## config.mk

```make
export PLATFORM = sky130hd
export DESIGN_NAME = msi_snoop_ctrl
export DESIGN_NICKNAME = d
export VERILOG_FILES = /design/src/rtl/msi_pkg.sv /design/src/rtl/msi_line_store.sv /design/src/rtl/msi_snoop_resp.sv /design/src/rtl/msi_snoop_ctrl.sv
export SDC_FILE = /design/constraint.sdc
export NUM_CORES = 1
export LEC_CHECK = 0
export BUFFER_PORTS_ARGS = -buffer_cell sky130_fd_sc_hd__buf_2
export CAP_MARGIN = 20
export CORE_MARGIN = 3
export CORE_UTILIZATION = 57
export CTS_CLUSTER_SIZE = 10
export DETAILED_ROUTE_END_ITERATION = 6
export GPL_ROUTABILITY_DRIVEN = 0
export HOLD_SLACK_MARGIN = 0.1
export PLACE_DENSITY = 0.82
export SLEW_MARGIN = 15
export SYNTH_ARGS = -nofsm -noshare
export SYNTH_HDL_FRONTEND = slang
export SYNTH_HIERARCHICAL = 1
export SYNTH_SLANG_ARGS = --single-unit
```

## constraint.sdc

```tcl
create_clock -name clk -period 4 [get_ports clk]
set_input_delay 0.2 -clock clk [delete_from_list [all_inputs] [get_ports clk]]
set_output_delay 0.2 -clock clk [all_outputs]
set_load 0.05 [all_outputs]
```

## src/rtl/msi_pkg.sv

```systemverilog
package msi_pkg;

    typedef enum logic [1:0] {
        LN_I = 2'd0,
        LN_S = 2'd1,
        LN_M = 2'd2
    } line_st_t;

    typedef enum logic [1:0] {
        BC_NONE  = 2'd0,
        BC_RD    = 2'd1,
        BC_RDX   = 2'd2,
        BC_FLUSH = 2'd3
    } bus_cmd_t;

    typedef enum logic [1:0] {
        FS_IDLE = 2'd0,
        FS_REQ  = 2'd1,
        FS_FILL = 2'd2,
        FS_RESP = 2'd3
    } ctrl_st_t;

endpackage

```

## src/rtl/msi_line_store.sv

```systemverilog
module msi_line_store
    import msi_pkg::*;
#(
    parameter int LINES  = 4,
    parameter int TAG_W  = 6,
    parameter int DATA_W = 16,
    localparam int IDX_W = $clog2(LINES)
) (
    input  logic              clk,
    input  logic              rst_n,
    // processor-side read port
    input  logic [IDX_W-1:0]  a_idx,
    output line_st_t          a_st,
    output logic [TAG_W-1:0]  a_tag,
    output logic [DATA_W-1:0] a_data,
    // snoop-side read port
    input  logic [IDX_W-1:0]  b_idx,
    output line_st_t          b_st,
    output logic [TAG_W-1:0]  b_tag,
    output logic [DATA_W-1:0] b_data,
    // controller write port
    input  logic              wr_en,
    input  logic [IDX_W-1:0]  wr_idx,
    input  line_st_t          wr_st,
    input  logic [TAG_W-1:0]  wr_tag,
    input  logic              wr_data_en,
    input  logic [DATA_W-1:0] wr_data,
    // snoop state update at b_idx
    input  logic              snp_en,
    input  line_st_t          snp_st
);

    line_st_t          st_q   [LINES];
    logic [TAG_W-1:0]  tag_q  [LINES];
    logic [DATA_W-1:0] data_q [LINES];

    assign a_st   = st_q[a_idx];
    assign a_tag  = tag_q[a_idx];
    assign a_data = data_q[a_idx];
    assign b_st   = st_q[b_idx];
    assign b_tag  = tag_q[b_idx];
    assign b_data = data_q[b_idx];

    always_ff @(posedge clk) begin
        if (!rst_n) begin
            for (int i = 0; i < LINES; i++) st_q[i] <= LN_I;
        end else begin
            if (wr_en) st_q[wr_idx] <= wr_st;
            if (snp_en) st_q[b_idx] <= snp_st;
        end
    end

    always_ff @(posedge clk) begin
        if (wr_en) begin
            tag_q[wr_idx] <= wr_tag;
            if (wr_data_en) data_q[wr_idx] <= wr_data;
        end
    end

endmodule

```

## src/rtl/msi_snoop_resp.sv

```systemverilog
module msi_snoop_resp
    import msi_pkg::*;
#(
    parameter int TAG_W  = 6,
    parameter int DATA_W = 16
) (
    input  logic              snp_valid,
    input  bus_cmd_t          snp_cmd,
    input  logic [TAG_W-1:0]  snp_tag,
    input  line_st_t          ln_st,
    input  logic [TAG_W-1:0]  ln_tag,
    input  logic [DATA_W-1:0] ln_data,
    output logic              inhibit,
    output logic [DATA_W-1:0] supply,
    output logic              upd_en,
    output line_st_t          upd_st
);

    logic hit;
    assign hit = snp_valid && (ln_st != LN_I) && (ln_tag == snp_tag);

    always_comb begin
        inhibit = 1'b0;
        upd_en  = 1'b0;
        upd_st  = ln_st;
        unique case (snp_cmd)
            BC_RD: begin
                if (hit && ln_st == LN_M) begin
                    inhibit = 1'b1;
                    upd_en  = 1'b1;
                    upd_st  = LN_S;
                end
            end
            BC_RDX: begin
                if (hit) begin
                    inhibit = (ln_st == LN_M);
                    upd_en  = 1'b1;
                    upd_st  = LN_I;
                end
            end
            default: ;
        endcase
        supply = inhibit ? ln_data : '0;
    end

endmodule

```

## src/rtl/msi_snoop_ctrl.sv

```systemverilog
module msi_snoop_ctrl
    import msi_pkg::*;
#(
    parameter int ADDR_W = 8,
    parameter int DATA_W = 16,
    parameter int LINES  = 4
) (
    input  logic              clk,
    input  logic              rst_n,
    input  logic              cpu_req,
    input  logic              cpu_we,
    input  logic [ADDR_W-1:0] cpu_addr,
    input  logic [DATA_W-1:0] cpu_wdata,
    output logic [DATA_W-1:0] cpu_rdata,
    output logic              cpu_done,
    output logic              bus_req,
    input  logic              bus_gnt,
    output logic [1:0]        bus_cmd,
    output logic [ADDR_W-1:0] bus_addr,
    output logic [DATA_W-1:0] bus_wdata,
    input  logic              bus_resp_valid,
    input  logic [DATA_W-1:0] bus_resp_data,
    input  logic              snp_valid,
    input  logic [1:0]        snp_cmd,
    input  logic [ADDR_W-1:0] snp_addr,
    output logic              mem_inhibit,
    output logic [DATA_W-1:0] supply_data
);

    localparam int IDX_W = $clog2(LINES);
    localparam int TAG_W = ADDR_W - IDX_W;

    ctrl_st_t state_q, state_d;

    logic [IDX_W-1:0]  c_idx;
    logic [TAG_W-1:0]  c_tag;
    line_st_t          a_st, b_st;
    logic [TAG_W-1:0]  a_tag, b_tag;
    logic [DATA_W-1:0] a_data, b_data;

    logic              wr_en, wr_data_en;
    line_st_t          wr_st;
    logic [TAG_W-1:0]  wr_tag;
    logic [DATA_W-1:0] wr_data;
    logic              snp_en;
    line_st_t          snp_st;

    logic     tag_hit, go, local_done, need_wb;
    bus_cmd_t issue_cmd;

    assign c_idx = cpu_addr[IDX_W-1:0];
    assign c_tag = cpu_addr[ADDR_W-1:IDX_W];

    msi_line_store #(.LINES(LINES), .TAG_W(TAG_W), .DATA_W(DATA_W)) i_store (
        .clk        (clk),
        .rst_n      (rst_n),
        .a_idx      (c_idx),
        .a_st       (a_st),
        .a_tag      (a_tag),
        .a_data     (a_data),
        .b_idx      (snp_addr[IDX_W-1:0]),
        .b_st       (b_st),
        .b_tag      (b_tag),
        .b_data     (b_data),
        .wr_en      (wr_en),
        .wr_idx     (c_idx),
        .wr_st      (wr_st),
        .wr_tag     (wr_tag),
        .wr_data_en (wr_data_en),
        .wr_data    (wr_data),
        .snp_en     (snp_en),
        .snp_st     (snp_st)
    );

    msi_snoop_resp #(.TAG_W(TAG_W), .DATA_W(DATA_W)) i_snoop (
        .snp_valid (snp_valid),
        .snp_cmd   (bus_cmd_t'(snp_cmd)),
        .snp_tag   (snp_addr[ADDR_W-1:IDX_W]),
        .ln_st     (b_st),
        .ln_tag    (b_tag),
        .ln_data   (b_data),
        .inhibit   (mem_inhibit),
        .supply    (supply_data),
        .upd_en    (snp_en),
        .upd_st    (snp_st)
    );

    // Lookup against the current line state; re-evaluated every cycle so
    // snoops that land while waiting for the grant are taken into account.
    assign tag_hit    = (a_st != LN_I) && (a_tag == c_tag);
    assign go         = (state_q == FS_IDLE) && cpu_req && !snp_valid;
    assign local_done = go && tag_hit && (!cpu_we || a_st == LN_M);
    assign need_wb    = (a_st == LN_M) && (a_tag != c_tag);
    assign issue_cmd  = need_wb ? BC_FLUSH : (cpu_we ? BC_RDX : BC_RD);

    // state register
    always_ff @(posedge clk) begin
        if (!rst_n) state_q <= FS_IDLE;
        else        state_q <= state_d;
    end

    always_ff @(posedge clk) begin
        if (!rst_n) begin
            cpu_rdata <= '0;
        end else if (local_done) begin
            cpu_rdata <= cpu_we ? cpu_wdata : a_data;
        end else if (state_q == FS_FILL && bus_resp_valid) begin
            cpu_rdata <= cpu_we ? cpu_wdata : bus_resp_data;
        end
    end

    // next state and outputs
    always_comb begin
        state_d    = state_q;
        bus_req    = 1'b0;
        bus_cmd    = BC_NONE;
        bus_addr   = cpu_addr;
        bus_wdata  = '0;
        cpu_done   = 1'b0;
        wr_en      = 1'b0;
        wr_st      = LN_I;
        wr_tag     = c_tag;
        wr_data_en = 1'b0;
        wr_data    = cpu_wdata;
        unique case (state_q)
            FS_IDLE: begin
                if (local_done) begin
                    state_d = FS_RESP;
                    if (cpu_we) begin
                        wr_en      = 1'b1;
                        wr_st      = LN_M;
                        wr_data_en = 1'b1;
                    end
                end else if (go) begin
                    state_d = FS_REQ;
                end
            end
            FS_REQ: begin
                bus_req = 1'b1;
                if (need_wb) begin
                    bus_addr  = {a_tag, c_idx};
                    bus_wdata = a_data;
                end
                if (bus_gnt) begin
                    bus_cmd = issue_cmd;
                    if (need_wb) begin
                        wr_en  = 1'b1;
                        wr_st  = LN_I;
                        wr_tag = a_tag;
                    end else begin
                        state_d = FS_FILL;
                    end
                end
            end
            FS_FILL: begin
                if (bus_resp_valid) begin
                    state_d    = FS_RESP;
                    wr_en      = 1'b1;
                    wr_st      = cpu_we ? LN_M : LN_S;
                    wr_data_en = 1'b1;
                    wr_data    = cpu_we ? cpu_wdata : bus_resp_data;
                end
            end
            FS_RESP: begin
                cpu_done = 1'b1;
                state_d  = FS_IDLE;
            end
            default: state_d = FS_IDLE;
        endcase
    end

endmodule

```

==> summary.txt, run 1 <==
Yosys
  – Yosys Warn Count: 6
  – Post-Syn Area per Cell: between 10 and 15 µm²
  – Asr flop ratio synth: 0%
  – Cell Area, Synth: 6600 µm²
  – Yosys reg bits: between 100 and 150
  – Post-synth top area share: 43.7%
  – Most common cell in the netlist: edfxtp_1
  – Number of distinct library cells after synthesis: 54
  – Syn nets: 555
  – Post-synth EDFFs: 96
  – Top cells by count, synth: edfxtp_1 (96), mux4_2 (47), nand2_1 (46)
  – Cell taking the most area after synthesis: edfxtp_1
  – Largest cells by area after synthesis: edfxtp_1 (44%), mux4_2 (16%), dfxtp_1 (5.5%)
  – Synth Instances: 491
  – Post-synthesis sequential area ratio: roughly 50%
  – Top_reg_cell synth: edfxtp_1

Timing
  – Final worst path period share: 85.3%
  – Hold Vio Cnt, Final: 0
  – Max-slew violations: 0
  – Final setup TNS: 0 ps
  – Final WS setup: 589 ps
  – Worst Clk Skew: about 8.7 ps
  – Unrepaired setup endpoints after global routing: no
  – Final setup viols: 0
  – F_max: 293 MHz
  – Worst-margin pin slew: between 1000 and 1500 ps
  – Slew headroom: 29.4%
  – Clock period minus worst slack: between 3000 and 4000 ps

Die
  – Die X: between 100 and 150 µm
  – Boundary Pins: between 100 and 150
  – Core area: 11100 µm²
  – Die ar.: about 13000 µm²
  – # rows: 38
  – Die Y-Extent: 114 µm
  – Initial core utilization: 59.6%

Clock network
  – # clock sinks: 114
  – Clock tree buffer depth: 2
  – Post-CTS resize count: 0
  – Num CTS Buffers: 17
  – CTS tree: yes
  – Root Driver: clkbuf_16
  – Worst-path clk slew: 60 ps
  – Htree depth: 4
  – Latest clock arrival within the worst-skew pair: just over 400 ps

Setup path
  – CP Cell Sequence: mux4_2, xnor2_1, and4_4, nand2_1, o21a_1, a21oi_1, and3_1, and2_1, buf_4
  – Crit-path max FO: 16
  – Critical Path AT: 3500 ps
  – Slowest-stage cell, CP: mux4_2
  – Crit. End Element: flip-flop
  – Critical path's largest stage delay: ~520 ps
  – Worst-case reg-to-reg path depth: 9
  – Startpoint class of the critical path: flip-flop
  – Crit Path Category: reg -> reg
  – CP required: 4090 ps

Job
  – Max_cap viols: 0

Finish
  – Fin nets: 680
  – Ant. Diodes: 0
  – Area grow syn2layout: 19.8%
  – Share of cells above drive strength 1: 39.9%

Power
  – Clock share of power: 40.4%
  – PD cells: 476 nW/µm²
  – Maximum VDD drop: 358 µV
  – Int Power: 2.63 mW
  – Switch Pwr: 1.14 mW
  – Leakage: 3.13 nW
  – Combinational power share: 22.4%
  – Reg power frac: between 30% and 40%
  – Sw Ratio: ~30%

Global routing
  – GRT Total Usage: 27.7%
  – Vias in the first global route: 5045
  – Initial antenna violation count: 1
  – GRT overflow: 0
  – Largest net degree at the start of global routing: 54
  – First-pass GRT wire length: 27.1 mm

Detailed routing
  – DRC viols: 0
  – Drt first pass iters: 6
  – Via count: 4874
  – Via density: 6.34
  – Initial DRC count: 626
  – Routed WL per cell: 22.5 µm
  – Post-route ant nets: 0
  – Final wirelength: between 15 and 20 mm

Placement
  – Number of port buffers: 117
  – Setup WS pre-CTS: 556 ps
  – Detailed placement HPWL: between 10 and 15 mm

Min path
  – Hold Path Cell Cnt: 3
  – Min-delay worst type: in -> reg

Run status
  – Status: finished, final reports clean
critical path, delay by kind of cell (launching register included):
| kind | cells | cell delay (ps) |
|---|---|---|
| simple gates | 4 | 1040 |
| compound gates | 2 | 580 |
| mux | 1 | 520 |
| flops | 1 | 420 |
| buf+inv | 1 | 260 |
| xor+xnor | 1 | 250 |
what timing repair did:
| item | CTS | global route |
|---|---|---|
| hold buffers | 7 | 0 |
| setup buffers | 0 | 0 |
| hold endpoints to repair | 7 | 0 |
metrics by stage:
stage / area [µm²] / hold WS, ps / util, % / std cells / power (mW)
after floorplan: 6600 / 338 / - / 491 / 2.04
final: 7910 / 152 / 71.4 / 769 / 3.76
after detailed placement: 7250 / 494 / 65.4 / 730 / 2.24
after global routing: 7910 / 140 / 71.4 / 769 / 3.90
after CTS: 7910 / 131 / 71.4 / 769 / 3.77
after global placement: 7250 / 483 / 65.4 / 730 / 2.21
layout make-up:
class,instances,area (µm²)
multi-input cells,333,3090
inverters,12,45.0
fillers,716,3170
repair buffers,138,761
well taps,140,175
clock buffers,18,429
clock inverters,14,163
flip-flops and latches,114,3240
power groups by stage:
stage	registers (mW)	clock network (mW)	logic (mW)
floorplan	1.51	0	0.528
global placement	1.42	0	0.795
detailed placement	1.42	0	0.818
CTS	1.40	1.53	0.836
global route	1.41	1.59	0.897
finish	1.40	1.52	0.842
placed cells by master (no fill, tap or decap), types with 4 or more instances in the layout:
cell             n
nor2_1          13
buf_2          117
nand3_1          8
edfxtp_1        96
dfxtp_1         18
mux4_2          47
mux2_2          20
mux2i_1         16
clkbuf_16       17
nor2b_1         27
inv_1           10
o21ai_0         10
clkinv_2         6
o31ai_1          4
xnor2_1         10
a21boi_0         4
buf_4           14
dlygate4sd3_1    7
nand2_1         46
a21oi_1         15
ha_1             7
a31oi_1          8
and2_1          37
a211oi_2         6
a211oi_1        13
metal layers:
layer  vias to the layer above  wire (µm)  track usage [%]
met5                         -         13                0
met2                       341       8420             44.5
li1                       2133          -                -
met1                      2348       6570             36.9
met4                         2        399             10.2
met3                        50       1890             6.95
state kept, by name, indices dropped and copies added (netlist names):
signal / count
i_store/st_q: 8
i_store/data_q: 64
i_store/tag_q: 24
state_q: 2
cpu_rdata: 16
kinds of logic (layout without fill, tap and decap cells):
kind of cell             Yosys count  after routing  synth area share (%)
AO/OA/AOI/OAI                     69             69                  7.62
XOR/XNOR                          12             12                  1.82
adder cells (fa/ha/maj)            7              7                  1.33
buffers and inverters             44            182                  4.02
flip-flops                       114            114                  49.1
multiplexers                      84             84                  22.3
AND/OR/NAND/NOR                  161            161                  13.8
path summary, 6_finish.rpt:
check	start	endpoint	slack [ps]
max	i_store/tag_q[1][2]$_DFFE_PP_	i_store/data_q[3][4]$_DFFE_PP_	590
min	bus_resp_data[9]	i_store/data_q[1][9]$_DFFE_PP_	150
max reg2reg	i_store/tag_q[1][2]$_DFFE_PP_	i_store/data_q[3][4]$_DFFE_PP_	590
min reg2reg	state_q[0]$_SDFFE_PN0P_	state_q[0]$_SDFFE_PN0P_	540
No activity file was read; power rests on OpenSTA's default activity.
==> run 2: changes to the inputs <==
==> constraint.sdc (replaced) <==
create_clock -name clk -period 4 [get_ports clk]
set_input_delay 0.8 -clock clk [delete_from_list [all_inputs] [get_ports clk]]
set_output_delay 0.8 -clock clk [all_outputs]
set_load 0.05 [all_outputs]
==> summary.txt, run 2 (synthesized netlist as in run 1, its figures left out) <==
Clock network
  – Worst-path clk slew: 60 ps
  – # clock sinks: 114
  – CTS tree: yes
  – Setup Fix Bufs, Post-CTS: 0
  – Htree depth: 4
  – Num CTS Buffers: 17
  – Clock tree buffer depth: 2
  – Root Driver: clkbuf_16
  – Latest clock arrival within the worst-skew pair: 410 ps
  – CTS Hold Bufs: 0

Detailed routing
  – Post-route ant nets: 0
  – Final wirelength: 17.1 mm
  – Initial DRC count: just over 600
  – Via count: 4870
  – Via density: 6.34
  – Drt first pass iters: 6
  – DRC viols: 0
  – Routed WL per cell: 22.3 µm

Min path
  – Min-delay src: cpu_rdata[1]$_SDFFE_PN0P_
  – Min-delay worst type: reg -> reg

Die
  – Core area: 11100 µm²
  – Initial core utilization: 59.6%
  – Die X: around 110 µm
  – Boundary Pins: approximately 120
  – # rows: 38
  – Die Y-Extent: about 110 µm
  – Die ar.: between 10000 and 15000 µm²

Setup path
  – Slowest-stage cell, CP: mux4_2
  – Crit-path max FO: 17
  – Setup crit start: snp_addr[0]
  – Crit. End Element: output port
  – Startpoint class of the critical path: primary input
  – CP Cell Sequence: clkbuf_4, mux4_2, xnor2_1, nand4_2, nor3_4, buf_4, and2_1, buf_2
  – Critical path's largest stage delay: about 570 ps
  – Crit Path Category: in -> out
  – CP required: 3200 ps
  – Critical Path AT: 3050 ps
  – Delay-heaviest family, CP: buffers and inverters
  – Worst reg2reg path startpoint: i_store/tag_q[3][0]$_DFFE_PP_
  – WP buf/inv: 3

Global routing
  – GRT Total Usage: 27.3%
  – First-pass GRT wire length: ~27 mm
  – Vias in the first global route: around 5000
  – Largest net degree at the start of global routing: 37
  – Initial antenna violation count: 0
  – GRT overflow: 0

Finish
  – Most frequent cells in the layout: buf_2 (116), edfxtp_1 (96), mux4_2 (47)
  – Share of cells above drive strength 1: 40.3%
  – Largest registers: i_store/data_q: 64 flops, i_store/tag_q: 24 flops, cpu_rdata: 16 flops
  – Commonest non-fill, non-tap cell in the layout: buf_2
  – Area grow syn2layout: 20.7%
  – Fin nets: between 600 and 700
  – Ant. Diodes: 0
  – Biggest register: i_store/data_q
  – Max FFs per register: between 60 and 70

Timing
  – Final setup viols: 0
  – Worst Clk Skew: 9.90 ps
  – Final WS setup: 155 ps
  – Max-slew violations: 0
  – Unrepaired setup endpoints after global routing: no
  – F_max: approximately 260 MHz
  – Worst-margin pin slew: 999 ps
  – Final worst path period share: 96.1%
  – Clock period minus worst slack: 3850 ps
  – Final setup TNS: 0 ps
  – Slew headroom: 33.4%
  – Hold Vio Cnt, Final: 0

Run status
  – Status: finished, final reports clean

Placement
  – Detailed placement HPWL: 11.2 mm
  – Setup WS pre-CTS: 117 ps
  – Number of port buffers: 117

Power
  – Maximum VDD drop: 307 µV
  – PD cells: 485 nW/µm²
  – Leakage: 3.16 nW

Job
  – Max_cap viols: 0
[run 2: changes by cell type in the layout (fill, tap and decap cells not counted)]
| cell | change |
|---|---|
| clkinvlp_4 | -1 |
| dlygate4sd3_1 | -7 |
| bufinv_16 | +2 |
| clkinv_1 | +2 |
| clkbuf_4 | +1 |
| clkinv_2 | -2 |
| clkbuf_1 | +2 |
| buf_12 | +4 |
| inv_6 | -1 |
| clkinv_4 | -2 |
| buf_4 | +2 |
| buf_2 | -1 |
[run 2: final cells by class]
type	instances	area [µm²]
flip-flops and latches	114	3240
fillers	686	3110
multi-input cells	333	3090
repair buffers	137	788
clock buffers	20	437
clock inverters	12	186
well taps	140	175
inverters	12	45.0
[run 2: metrics by stage]
| stage | cell area, µm² | hold slack (ps) | util [%] | std cells | power [mW] |
|---|---|---|---|---|---|
| final | 7970 | 550 | 71.9 | 768 | 3.87 |
| after global routing | 7970 | 571 | 71.9 | 768 | 3.99 |
| after CTS | 7970 | 535 | 71.9 | 768 | 3.87 |
| after detailed placement | 7340 | 525 | 66.3 | 736 | 2.25 |
| after global placement | 7340 | 497 | 66.3 | 736 | 2.22 |
| after floorplan | 6600 | 484 | - | 491 | 2.04 |
[run 2: power by group]
group | total [mW] | internal, mW | switching [mW]
sequential | 1.40 | 1.37 | 0.0333
clock | 1.62 | 1.10 | 0.523
combinational | 0.844 | 0.283 | 0.561
total | 3.87 | 2.75 | 1.12
[run 2: final timing paths]
check,endpoint,slack (ps),cells past startpoint
max,supply_data[12],150,8
min,cpu_rdata[1]$_SDFFE_PN0P_,550,2
max reg2reg,i_store/data_q[0][4]$_DFFE_PP_,720,9
min reg2reg,cpu_rdata[1]$_SDFFE_PN0P_,550,2
[run 2: worst reg2reg max path, stage by stage (launching register included)]
cell	delay, ps
edfxtp_1	420
mux4_2	540
xnor2_1	240
and4_4	290
nand2_1	100
o21a_1	210
a21oi_1	390
and2b_1	360
and3_1	270
buf_12	180
[run 2: what timing repair did]
item / in CTS / in global routing
hold endpoints to repair: 0 / 0
resized for setup: 0 / 1
endpoints found under the setup margin: 0 / 16
[run 2: per-layer routing]
layer	part of all wire, %	up-vias	GRT usage, %
met3	11	36	6.68
met5	0	-	0
met2	49	323	43.5
met4	1.9	0	9.78
li1	-	2131	-
met1	38	2380	36.9
==> run 3: changes to the inputs <==
- ABC_AREA: unset -> 1
==> summary.txt, run 3 <==
Power
  – Reg power frac: 37.0%
  – Combinational power share: about a fifth
  – PD cells: 440 nW/µm²
  – Switch Pwr: 1.07 mW
  – Sw Ratio: 28.9%
  – Maximum VDD drop: 348 µV
  – Leakage: between 3 and 4 nW
  – Int Power: 2.64 mW
  – Clock share of power: 43.4%
  – Pwr Total: between 3 and 4 mW

Yosys
  – Top_reg_cell synth: edfxtp_1
  – Cell taking the most area after synthesis: edfxtp_1
  – Post-synth EDFFs: 96
  – Number of distinct library cells after synthesis: 30
  – Top cells by count, synth: nand2_1 (304), inv_1 (128), nor2_1 (103)
  – Post-Syn Area per Cell: 7.48 µm²
  – Most common cell in the netlist: nand2_1
  – Post-synthesis sequential area ratio: a little under half
  – Yosys reg bits: 114
  – Syn nets: between 1000 and 1500
  – Largest cells by area after synthesis: edfxtp_1 (40%), nand2_1 (16%), inv_1 (6.7%)
  – Asr flop ratio synth: 0%
  – Yosys Warn Count: 6
  – Cell Area, Synth: a little over 7000 µm²
  – Synth Instances: 952
  – Post-synth top area share: 40.5%

Finish
  – Final Instance Area: roughly 8400 µm²
  – Area grow syn2layout: 18.2%
  – Biggest register: i_store/data_q
  – Ant. Diodes: 0
  – Commonest non-fill, non-tap cell in the layout: nand2_1
  – FF+latch area: 3240 µm²
  – Largest registers: i_store/data_q: 64 flops, i_store/tag_q: 24 flops, cpu_rdata: 16 flops
  – Most frequent cells in the layout: nand2_1 (304), inv_1 (128), buf_2 (117)
  – Fillers: 963
  – Finished Layout Cells: between 1000 and 1500
  – Share of cells above drive strength 1: 18.6%
  – Fin nets: 1125
  – Area of the multi-input gates: 3100 µm²
  – Max FFs per register: 64

Timing
  – Worst Clk Skew: 9.72 ps
  – Slew headroom: around 36%
  – F_max: 268 MHz
  – Unrepaired setup endpoints after global routing: no
  – Final WS setup: 269 ps
  – Final setup viols: 0
  – Hold Vio Cnt, Final: 0
  – Max-slew violations: 0
  – Worst-margin pin slew: 954 ps
  – Final worst path period share: just over 90%
  – Final setup TNS: 0 ps
  – Clock period minus worst slack: 3730 ps

Clock network
  – Latest clock arrival within the worst-skew pair: 410 ps
  – Clock tree buffer depth: 2
  – Setup Fix Bufs, Post-CTS: 0
  – Root Driver: clkbuf_16
  – CTS tree: yes
  – # clock sinks: 114
  – Htree depth: 4
  – Num CTS Buffers: 17
  – Worst-path clk slew: 50 ps

Setup path
  – Crit. End Element: output port
  – Critical Path AT: 2930 ps
  – Crit Path Category: in -> out
  – CP required: 3200 ps
  – Crit-path max FO: 17
  – Reg-to-reg setup timing slack: 840 ps
  – Startpoint class of the critical path: primary input

Placement
  – Detailed placement HPWL: 13.5 mm
  – Setup WS pre-CTS: 183 ps
  – Area after DPL: between 7000 and 8000 µm²
  – Number of port buffers: 117
  – Dpl cells: 1210

Detailed routing
  – Via count: 6843
  – Initial DRC count: 887
  – Final wirelength: a little under 20 mm
  – Via density: around 5.5
  – DRC viols: 0
  – Post-route ant nets: 0
  – Drt first pass iters: 5
  – Routed WL per cell: between 15 and 20 µm

Global routing
  – Largest net degree at the start of global routing: 47
  – GRT overflow: 0
  – Vias in the first global route: 6170
  – Initial antenna violation count: 0
  – GRT Total Usage: 28.0%
  – First-pass GRT wire length: 31.3 mm

Die
  – Die ar.: 13900 µm²
  – Boundary Pins: between 100 and 150
  – Die Y-Extent: approximately 120 µm
  – Core area: about 12000 µm²
  – Initial core utilization: 58.8%
  – # rows: 40
  – Die X: roughly 120 µm

Job
  – Max_cap viols: 0

Min path
  – Min-delay worst type: reg -> reg

Run status
  – Status: finished, final reports clean
==> run 3: cell types whose count changed in the layout (fill, tap and decap cells not counted), moves of 22 or more <==
cell      previous run  this run
o21ai_0             10        54
o211ai_1             0        26
a21oi_1             15        38
nand3_1              8        51
nor2b_1             27         0
and2_1              37         6
mux4_2              47         0
nand4_1              3        25
nand2_1             46       304
inv_1               10       128
nor2_1              13       102
==> run 3: per-stage QoR <==
step                hold slack [ps]  util (%)
floorplan                       507         -
global placement                472      64.4
detailed placement              474      64.4
CTS                             485      69.5
global route                    508      69.5
finish                          484      69.5
==> run 3: power by group through the flow <==
| stage | Clock [mW] | Sequential, mW | Combinational [mW] |
|---|---|---|---|
| 3_3_place_gp | 0 | 1.39 | 0.696 |
| 4_1_cts | 1.62 | 1.37 | 0.716 |
| 5_1_grt | 1.67 | 1.38 | 0.789 |
| 2_1_floorplan | 0 | 1.44 | 0.479 |
| 3_5_place_dp | 0 | 1.39 | 0.708 |
| 6_report | 1.61 | 1.37 | 0.724 |
==> run 3: final timing paths <==
check	start	endpoint	cells after the start
worst max-delay path	snp_addr[0]	supply_data[5]	10
worst min-delay path	cpu_rdata[6]$_SDFFE_PN0P_	cpu_rdata[6]$_SDFFE_PN0P_	2
worst max register to register	i_store/tag_q[1][1]$_DFFE_PP_	i_store/tag_q[2][2]$_DFFE_PP_	16
worst min register to register	cpu_rdata[6]$_SDFFE_PN0P_	cpu_rdata[6]$_SDFFE_PN0P_	2
==> run 3: per-layer routing <==
metal,up-vias,GRT usage [%],part of all wire [%]
met5,-,0,0
met4,0,7.03,1.1
met3,22,6.63,13
met2,454,42.7,45
met1,3066,40.7,42
li1,3301,-,-
==> run 3: logic make-up after synthesis <==
family	Yosys count	share of synthesized area [%]
and+or+nand+nor	510	30.6
buffers and inverters	182	11.1
AOI/OAI and AO/OA	139	11.5
DFF	114	45.5
adders and majority gates	7	1.23
==> run 3: critical path, cell delays in order <==
cell and delay, ps:
buf_2 130, buf_4 200, nor2_4 240, nand2_1 80, nand4_1 90, inv_1 60, nor3_1 410, o211ai_4 430
nor2_1 200, buf_2 280
==> run 3: area by class of cell <==
class	count	share of cell area (%)
sequential	114	38.5
multi-input combinational	656	36.8
timing repair buffer	139	8.91
inverter	133	5.93
clock buffer	19	5.14
tap	168	2.50
clock inverter	12	2.24
==> run 3: repair_timing <==
| item | CTS | global route |
|---|---|---|
| setup endpoints to repair | 0 | 1 |
| hold buffers | 0 | 0 |
| resized for setup | 0 | 1 |
